==> src/rtl/decim_pkg.sv <==
package decim_pkg;
    typedef enum logic [0:0] {
        RD_OPEN = 1'b0,
        RD_HELD = 1'b1
    } rd_state_t;

    localparam int unsigned CLR_BIT  = 1;
    localparam int unsigned MODE_BIT = 0;
endpackage

==> src/rtl/decim_datapath.sv <==
module decim_datapath #(
    parameter int unsigned RES_W     = 16,
    parameter bit          DOUBLE_EN = 1'b1
) (
    input  logic             clk,
    input  logic             rst_n,
    input  logic             sample_en,
    input  logic             bit_in,
    input  logic             clr,
    input  logic             mode,
    output logic [RES_W-1:0] result
);
    logic [RES_W-1:0] acc1, acc1_nxt, step, acc2;

    assign step     = bit_in ? RES_W'(1) : {RES_W{1'b1}};
    assign acc1_nxt = acc1 + step;

    always_ff @(posedge clk or negedge rst_n) begin
        if (!rst_n)         acc1 <= '0;
        else if (clr)       acc1 <= '0;
        else if (sample_en) acc1 <= acc1_nxt;
    end

    generate
        if (DOUBLE_EN) begin : g_second
            always_ff @(posedge clk or negedge rst_n) begin
                if (!rst_n)         acc2 <= '0;
                else if (clr)       acc2 <= '0;
                else if (sample_en) acc2 <= acc2 + acc1_nxt;
            end
            assign result = mode ? acc2 : acc1;

            // second stage sums the first stage's new value
            p_second_sum_r3: assert property (@(posedge clk) disable iff (!rst_n)
                (sample_en && !clr) |=> (acc2 == $past(acc2) + acc1))
                else $error("R3 second accumulator step wrong");
        end else begin : g_single
            assign acc2   = '0;
            assign result = acc1;
        end
    endgenerate

    // one signed step per sample
    p_step_r2: assert property (@(posedge clk) disable iff (!rst_n)
        (sample_en && !clr) |=> (acc1 == $past(acc1) + ($past(bit_in) ? RES_W'(1) : {RES_W{1'b1}})))
        else $error("R2 first accumulator step wrong");

    // no sample, no change
    p_idle_r2: assert property (@(posedge clk) disable iff (!rst_n)
        (!sample_en && !clr) |=> ($stable(acc1) && $stable(acc2)))
        else $error("R2 accumulators moved without sample");

    // clear empties both stages
    p_clear_r7: assert property (@(posedge clk) disable iff (!rst_n)
        clr |=> (acc1 == '0 && acc2 == '0))
        else $error("R7 clear did not zero accumulators");
endmodule

==> src/rtl/decim_ctrl.sv <==
module decim_ctrl
    import decim_pkg::*;
#(
    parameter int unsigned RES_W  = 16,
    parameter int unsigned BUS_W  = 8,
    parameter int unsigned ADDR_W = 2
) (
    input  logic              clk,
    input  logic              rst_n,
    input  logic [ADDR_W-1:0] bus_addr,
    input  logic              bus_rd,
    input  logic              bus_wr,
    input  logic [BUS_W-1:0]  bus_wdata,
    input  logic [RES_W-1:0]  result,
    output logic [BUS_W-1:0]  bus_rdata,
    output logic              clr,
    output logic              mode
);
    localparam int unsigned NB = RES_W / BUS_W;

    rd_state_t        state, state_nxt;
    logic [RES_W-1:0] hold;
    logic             ctrl_hit, latch, top_rd;

    assign ctrl_hit = bus_wr && (bus_addr == ADDR_W'(NB));
    assign clr      = ctrl_hit && bus_wdata[CLR_BIT];
    assign latch    = bus_rd && (bus_addr == '0);
    assign top_rd   = bus_rd && (bus_addr == ADDR_W'(NB - 1));

    always_ff @(posedge clk or negedge rst_n) begin
        if (!rst_n) state <= RD_OPEN;
        else        state <= state_nxt;
    end

    always_comb begin
        state_nxt = state;
        unique case (state)
            RD_OPEN: if (clr) state_nxt = RD_OPEN;
                     else if (latch) state_nxt = RD_HELD;
            RD_HELD: if (clr) state_nxt = RD_OPEN;
                     else if (latch) state_nxt = RD_HELD;
                     else if (top_rd) state_nxt = RD_OPEN;
            default: state_nxt = RD_OPEN;
        endcase
    end

    always_ff @(posedge clk or negedge rst_n) begin
        if (!rst_n)     hold <= '0;
        else if (clr)   hold <= '0;
        else if (latch) hold <= result;
    end

    always_ff @(posedge clk or negedge rst_n) begin
        if (!rst_n)        mode <= 1'b0;
        else if (ctrl_hit) mode <= bus_wdata[MODE_BIT];
    end

    always_comb begin
        bus_rdata = '0;
        if (bus_rd) begin
            if (bus_addr == '0) bus_rdata = result[BUS_W-1:0];
            for (int k = 1; k < NB; k++) begin
                if (bus_addr == ADDR_W'(k))
                    bus_rdata = (state == RD_HELD) ? hold[k*BUS_W +: BUS_W]
                                                   : result[k*BUS_W +: BUS_W];
            end
            if (bus_addr == ADDR_W'(NB)) begin
                bus_rdata[MODE_BIT] = mode;
            end
        end
    end

    // low-byte read snapshots the pre-edge result
    p_snapshot_r5: assert property (@(posedge clk) disable iff (!rst_n)
        (latch && !clr) |=> (hold == $past(result) && state == RD_HELD))
        else $error("R5 snapshot wrong");

    // snapshot stays frozen until the next capture or clear
    p_hold_frozen_r6: assert property (@(posedge clk) disable iff (!rst_n)
        (!latch && !clr) |=> $stable(hold))
        else $error("R6 holding register changed");

    // top-byte read releases a pending snapshot
    p_release_r6: assert property (@(posedge clk) disable iff (!rst_n)
        (state == RD_HELD && top_rd && !latch && !clr) |=> (state == RD_OPEN))
        else $error("R6 release missing");

    // clear flushes snapshot and machine
    p_flush_r7: assert property (@(posedge clk) disable iff (!rst_n)
        clr |=> (hold == '0 && state == RD_OPEN))
        else $error("R7 flush wrong");

    // mode moves only on a control write
    p_mode_keep_r8: assert property (@(posedge clk) disable iff (!rst_n)
        !ctrl_hit |=> $stable(mode))
        else $error("R8 mode changed without write");

    initial begin
        assert (ADDR_W >= $clog2(NB + 1)) else $error("ADDR_W too narrow");
    end
endmodule

==> src/rtl/bitstream_decimator.sv <==
module bitstream_decimator #(
    parameter int unsigned RES_W     = 16,
    parameter int unsigned BUS_W     = 8,
    parameter int unsigned ADDR_W    = 2,
    parameter bit          DOUBLE_EN = 1'b1
) (
    input  logic              clk,
    input  logic              rst_n,
    input  logic              sample_en,
    input  logic              bit_in,
    input  logic [ADDR_W-1:0] bus_addr,
    input  logic              bus_rd,
    input  logic              bus_wr,
    input  logic [BUS_W-1:0]  bus_wdata,
    output logic [BUS_W-1:0]  bus_rdata
);
    logic [RES_W-1:0] result;
    logic             clr, mode;

    decim_datapath #(.RES_W(RES_W), .DOUBLE_EN(DOUBLE_EN)) u_dp (
        .clk(clk), .rst_n(rst_n), .sample_en(sample_en), .bit_in(bit_in),
        .clr(clr), .mode(mode), .result(result)
    );

    decim_ctrl #(.RES_W(RES_W), .BUS_W(BUS_W), .ADDR_W(ADDR_W)) u_ctrl (
        .clk(clk), .rst_n(rst_n), .bus_addr(bus_addr), .bus_rd(bus_rd),
        .bus_wr(bus_wr), .bus_wdata(bus_wdata), .result(result),
        .bus_rdata(bus_rdata), .clr(clr), .mode(mode)
    );
endmodule

==> config.mk <==
export PLATFORM = sky130hd
export DESIGN_NAME = bitstream_decimator
export DESIGN_NICKNAME = d
export VERILOG_FILES = /design/src/rtl/decim_pkg.sv /design/src/rtl/decim_datapath.sv /design/src/rtl/decim_ctrl.sv /design/src/rtl/bitstream_decimator.sv
export SDC_FILE = /design/constraint.sdc
export NUM_CORES = 1
export LEC_CHECK = 0
export ABC_AREA = 1
export BUFFER_PORTS_ARGS = -buffer_cell sky130_fd_sc_hd__buf_2
export CAP_MARGIN = 10
export CORE_MARGIN = 4
export CORE_UTILIZATION = 35
export CTS_BUF_LIST = sky130_fd_sc_hd__clkbuf_4 sky130_fd_sc_hd__clkbuf_8 sky130_fd_sc_hd__clkbuf_16
export DETAILED_ROUTE_END_ITERATION = 8
export PLACE_DENSITY = 0.62
export REMOVE_ABC_BUFFERS = 1
export SETUP_SLACK_MARGIN = 0.02
export SLEW_MARGIN = 40
export SYNTH_ARGS = -nofsm -noshare
export SYNTH_HDL_FRONTEND = slang
export SYNTH_SLANG_ARGS = --single-unit
export TNS_END_PERCENT = 50
==> constraint.sdc <==
create_clock -name clk -period 3.9 [get_ports clk]
set_input_delay 0.39 -clock clk [delete_from_list [all_inputs] [get_ports clk]]
set_output_delay 0.39 -clock clk [all_outputs]
set_load 0.02 [all_outputs]
# Word level (Yosys, flattened, before mapping)

Cells that the tools add are included.

Eq/ne operators: 2
Bitwise gates (word level): 1
Reductions and logical operators: 7
$add $sub $neg: 2
Multiplexer cells: 19

Operators by type and width:

| operator                                      | count |
|---|---|
| 2-to-1 mux 16 bit                             | 8 |
| adder 16 bit                                  | 2 |
| 2-to-1 mux 8 bit                              | 4 |
| 2-to-1 mux 1 bit                              | 6 |
| logical AND 1 bit                             | 4 |
| nonzero test 2 bit                            | 2 |
| == test 2 x 1 -> 1 bit, second input constant | 1 |
| == test 2 bit, second input constant          | 1 |
| logical NOT 2 bit                             | 1 |
| one-hot mux 1 bit (2 select lines)            | 1 |
| inverter 1 bit                                | 1 |

Word-level logic and storage cells: 36
Input bits: 16
Flip-flop bits (word level): 50

# Logic depth before layout (Yosys ltp)

Word-level depth: 6
Mapped depth: 22
Mapped depth without buffers: 22

# Cells and area by module

A second synthesis with hierarchy kept.

Cell total of the unflattened synthesis: 528
Area, all modules: 3608.5 µm²

By module, submodules not included:

| module         | cells each | area each (µm²) | instances | sequential area each (µm²) |
|---|---|---|---|---|
| decim_datapath | 426        | 2936.6          | 1         | 800.8 |
| decim_ctrl     | 102        | 671.9           | 1         | 250.2 |

# Worst setup path before layout

No wires, ideal clock.

Path type: input -> register
Start point: in bit_in
End point: reg u_dp.acc2[15]
Cell stages on the path: 18
Buffers on the path: 0
Setup time: 0.117 ns
Arrival time: 2.902 ns
Setup slack: 0.881 ns
Cell sequence: inv_1 -> ha_1 -> a21oi_1 -> nand2_1 -> a21oi_2 -> o21bai_1 -> nand2_1 -> nand3_1 -> and2_1 -> ha_1 -> inv_1 -> o21bai_1 -> a31oi_1 -> nand2_1 -> a21oi_1 -> nand3_1 -> nand3_1 -> nand2_1

Longest elaborated chain between the ends: 5

RTL lines:

| item                 | line                      | source |
|---|---|---|
| from (decl)          | bitstream_decimator.sv:10 | `input logic bit_in,` |
| 2-to-1 mux 16 bit    | decim_datapath.sv:15      | `assign step = bit_in ? RES_W'(1) : {RES_W{1'b1}};` |
| adder 16 bit         | decim_datapath.sv:16      | `assign acc1_nxt = acc1 + step;` |
| adder 16 bit         | decim_datapath.sv:29      | `else if (sample_en) acc2 <= acc2 + acc1_nxt;` |
| 2-to-1 mux 16 bit    | decim_datapath.sv:29      |  |
| 2-to-1 mux 16 bit    | decim_datapath.sv:28      | `else if (clr) acc2 <= '0;` |
| to (signal assigned) | decim_datapath.sv:29      |  |
| to (decl)            | decim_datapath.sv:13      | `logic [RES_W-1:0] acc1, acc1_nxt, step, acc2;` |

No other way between the ends. The select of a mux whose other input is x is not followed.
A chain may end at the register's enable or synchronous reset.

# Final worst setup path

Same ends and word-level chain as after synthesis.

==> run summary <==
Synth Area in Simple Gates: 22.5%
fraction of the yosys area taken by sequential cells: 29.7%
vias in the first global route: 3280
post-detail-place hpwl: 6980 µm
WP data required: 4.09 ns
DR vias: 3331
most frequent CP cell: a21oi_1
Post-Place Worst Slack: 0.388 ns
Period minus WS final: 3.20 ns
clock sinks: 42
crit path DAT: 3.40 ns
Synth area leaders: dfrtp_1 30%, nand2_1 12%, ha_1 11%, inv_1 7.8%, a21oi_1 7.3%
max-cap viol count: 0
Bufs on Longest Clock Path: 2
row cnt: 36
Ant. Diodes: 0
GRT overflow: 0
Filler cells: 1090
largest net degree at the start of global routing: 43
initial antenna violation count: 0
Syn Inst Count: 500
H-tree levels: 2
crit path launch type: input port
I/O pin count: 24
R2R Setup Slk: 0.75 ns
critical path peak fanout: 13
Final Max Slew Viols: 0
global-route wire length before repair: 15700 µm
CTS tree: built
Hold Crit Class: input port to asynchronous set/reset pin
Clock transition at path regs: 0.08 ns
Via density: 5.11
# hold bufs at CTS: 0
Synth Warn #: 0
largest family of logic cells by synthesized area: compound AO/OA/AOI/OAI gates
cells along the critical path: buf_2 > inv_1 > buf_4 > ha_1 > a21oi_1 > nor2_1 > o21ai_0 > nand3_1 > a21oi_1 > nand2_1 > and2_1 > ha_1 > a21oi_1 > inv_1 > a31oi_1 > nand2_1 > a21oi_1 > nand3_1 > nand3_1 > nand2_1
slowest stage cell on the critical path: ha_1
CTS Buf Count: 5
Async SR Flop Fraction: 100%
Post-Syn Area: 3540 µm²
largest area contributor in the netlist: dfrtp_1
final core utilization: 39.6%
Least-Margin Pin Slew: 0.671 ns
residual DRC count: 0
Layout area overhead: 9.60%
share of the synthesized area in the top cell type: 29.7%
drt wl/cell: 14.2 µm
Yosys cell types: 37
CTS Root Cell: clkbuf_8
core area: 9820 µm²
final hold vios: 0
Crit path largest cell delay: 0.38 ns
Resized Gates After CTS: 0
Initial Utilization: 36.1%
# nets final: 567
die area: 11800 µm²
drt first-iter violations: 129
Post-CTS Setup Bufs: 0
Setup Viol. Count Final: 0
critical setup path kind: input port to register
post-route insts no fill: 652
FMAX: 312 MHz
DIE HEIGHT: 109 µm
setup TNS: 0 ns
slack of the critical path: 0.696 ns
count leader, synth: nand2_1
DRT antenna net count: 0
unrepaired setup endpoints after global routing: false
RePlAce Congestion: 0.880
worst rel slew slack: 55.1%
I/O Buffers: 17
Clock Latency Late Sink: 0.30 ns
crit share post-route: 82.1%
GRT Overall Usage: 16.6%
share of post-route cells with drive strength above 1: 9.25%
Setup Skew: 0.0114 ns
Synth Area in Adders: 11.7%
DIE WIDTH: 109 µm
drt total wl: 9280 µm
Post-synth EDFFs: 0
Synth Area in XOR/XNOR: 3.18%
router iterations before antenna repair: 4
top_reg_cell synth: dfrtp_1
CP Capture Type: register
Synth Area in Compound Gates: 23.2%
Post-Place Cells: 645
Synth Area per Inst: 7.09 µm²
mux cell area share after synthesis: 0%
most frequent cells after synthesis: 111 x nand2_1, 74 x inv_1, 52 x a21oi_1
outcome: completed
flops & latches, synth: 42
[worst paths after layout]
path	from	end	depth (start not counted)
max	bit_in	u_dp.acc2[15]	20
min	rst_n	u_dp.acc1[3]	1
max reg2reg	u_dp.acc1[0]	u_dp.acc2[15]	17
min reg2reg	u_dp.acc1[12]	u_dp.acc1[12]	2
max in group asynchronous	rst_n	u_dp.acc1[5]	1
min in group clk	bus_wdata[0]	u_ctrl.mode	3
[metrics by stage]
stage                     hold slack, ns  cell area, µm²
after floorplan                   0.0944            3490
after global placement             0.500            3770
after detailed placement           0.420            3770
after CTS                         0.0954            3880
after global routing               0.128            3880
final                             0.0807            3880
[final cells by class]
cell class | count | area, µm² | area share (%)
Clock inverter | 1 | 30.0 | 0.773
Inverter | 77 | 289 | 7.44
Timing Repair Buffer | 21 | 118 | 3.03
Clock buffer | 6 | 82.6 | 2.13
Tap cell | 133 | 166 | 4.28
Sequential cell | 42 | 1050 | 27.1
Multi-Input combinational cell | 372 | 2150 | 55.3
[sequential cells by signal, summed over array words and instances (netlist names)]
name          flops
u_dp.acc1        16
u_ctrl.state      1
u_ctrl.mode       1
u_ctrl.hold       8
u_dp.acc2        16
[cells by family after synthesis]
| logic type | after synthesis |
|---|---|
| AND/OR/NAND/NOR | 185 |
| buffers and inverters | 86 |
| AO/OA/AOI/OAI | 143 |
| flip-flops | 42 |
| adder cells (fa/ha/maj) | 32 |
| XOR/XNOR | 12 |
[worst max-delay path: cells and delay by family]
kind / cells / cell delay, ns
AND/OR/NAND/NOR: 8 / 0.82
AO/OA/AOI/OAI: 6 / 1.09
adder cells (fa/ha/maj): 2 / 0.71
buffers and inverters: 4 / 0.38
[routing by layer]
metal | part of all wire, % | vias up | track usage, %
li1 | - | 1698 | -
met5 | 0 | - | 0
met1 | 47 | 1549 | 23.0
met4 | 1.2 | 0 | 4.06
met3 | 6.0 | 9 | 3.14
met2 | 45 | 75 | 26.9
[layout by cell type (no fill, tap or decap), drive strengths merged]
cell    count
nor3        5
clkbuf      6
nand3      26
bufinv      1
nor4        1
dfrtp      42
a21o        5
o21bai      9
a21boi      1
nand4       4
nand2     119
nor2       25
or2         1
a22o        7
a31oi       4
inv        77
xnor2       3
o22ai       7
o21ai      56
fa          2
buf        21
a21oi      54
ha         30
and2        4
xor2        9
Power is not shown: default switching activity piles up to over one toggle a cycle in this logic, so the estimate is an artifact.
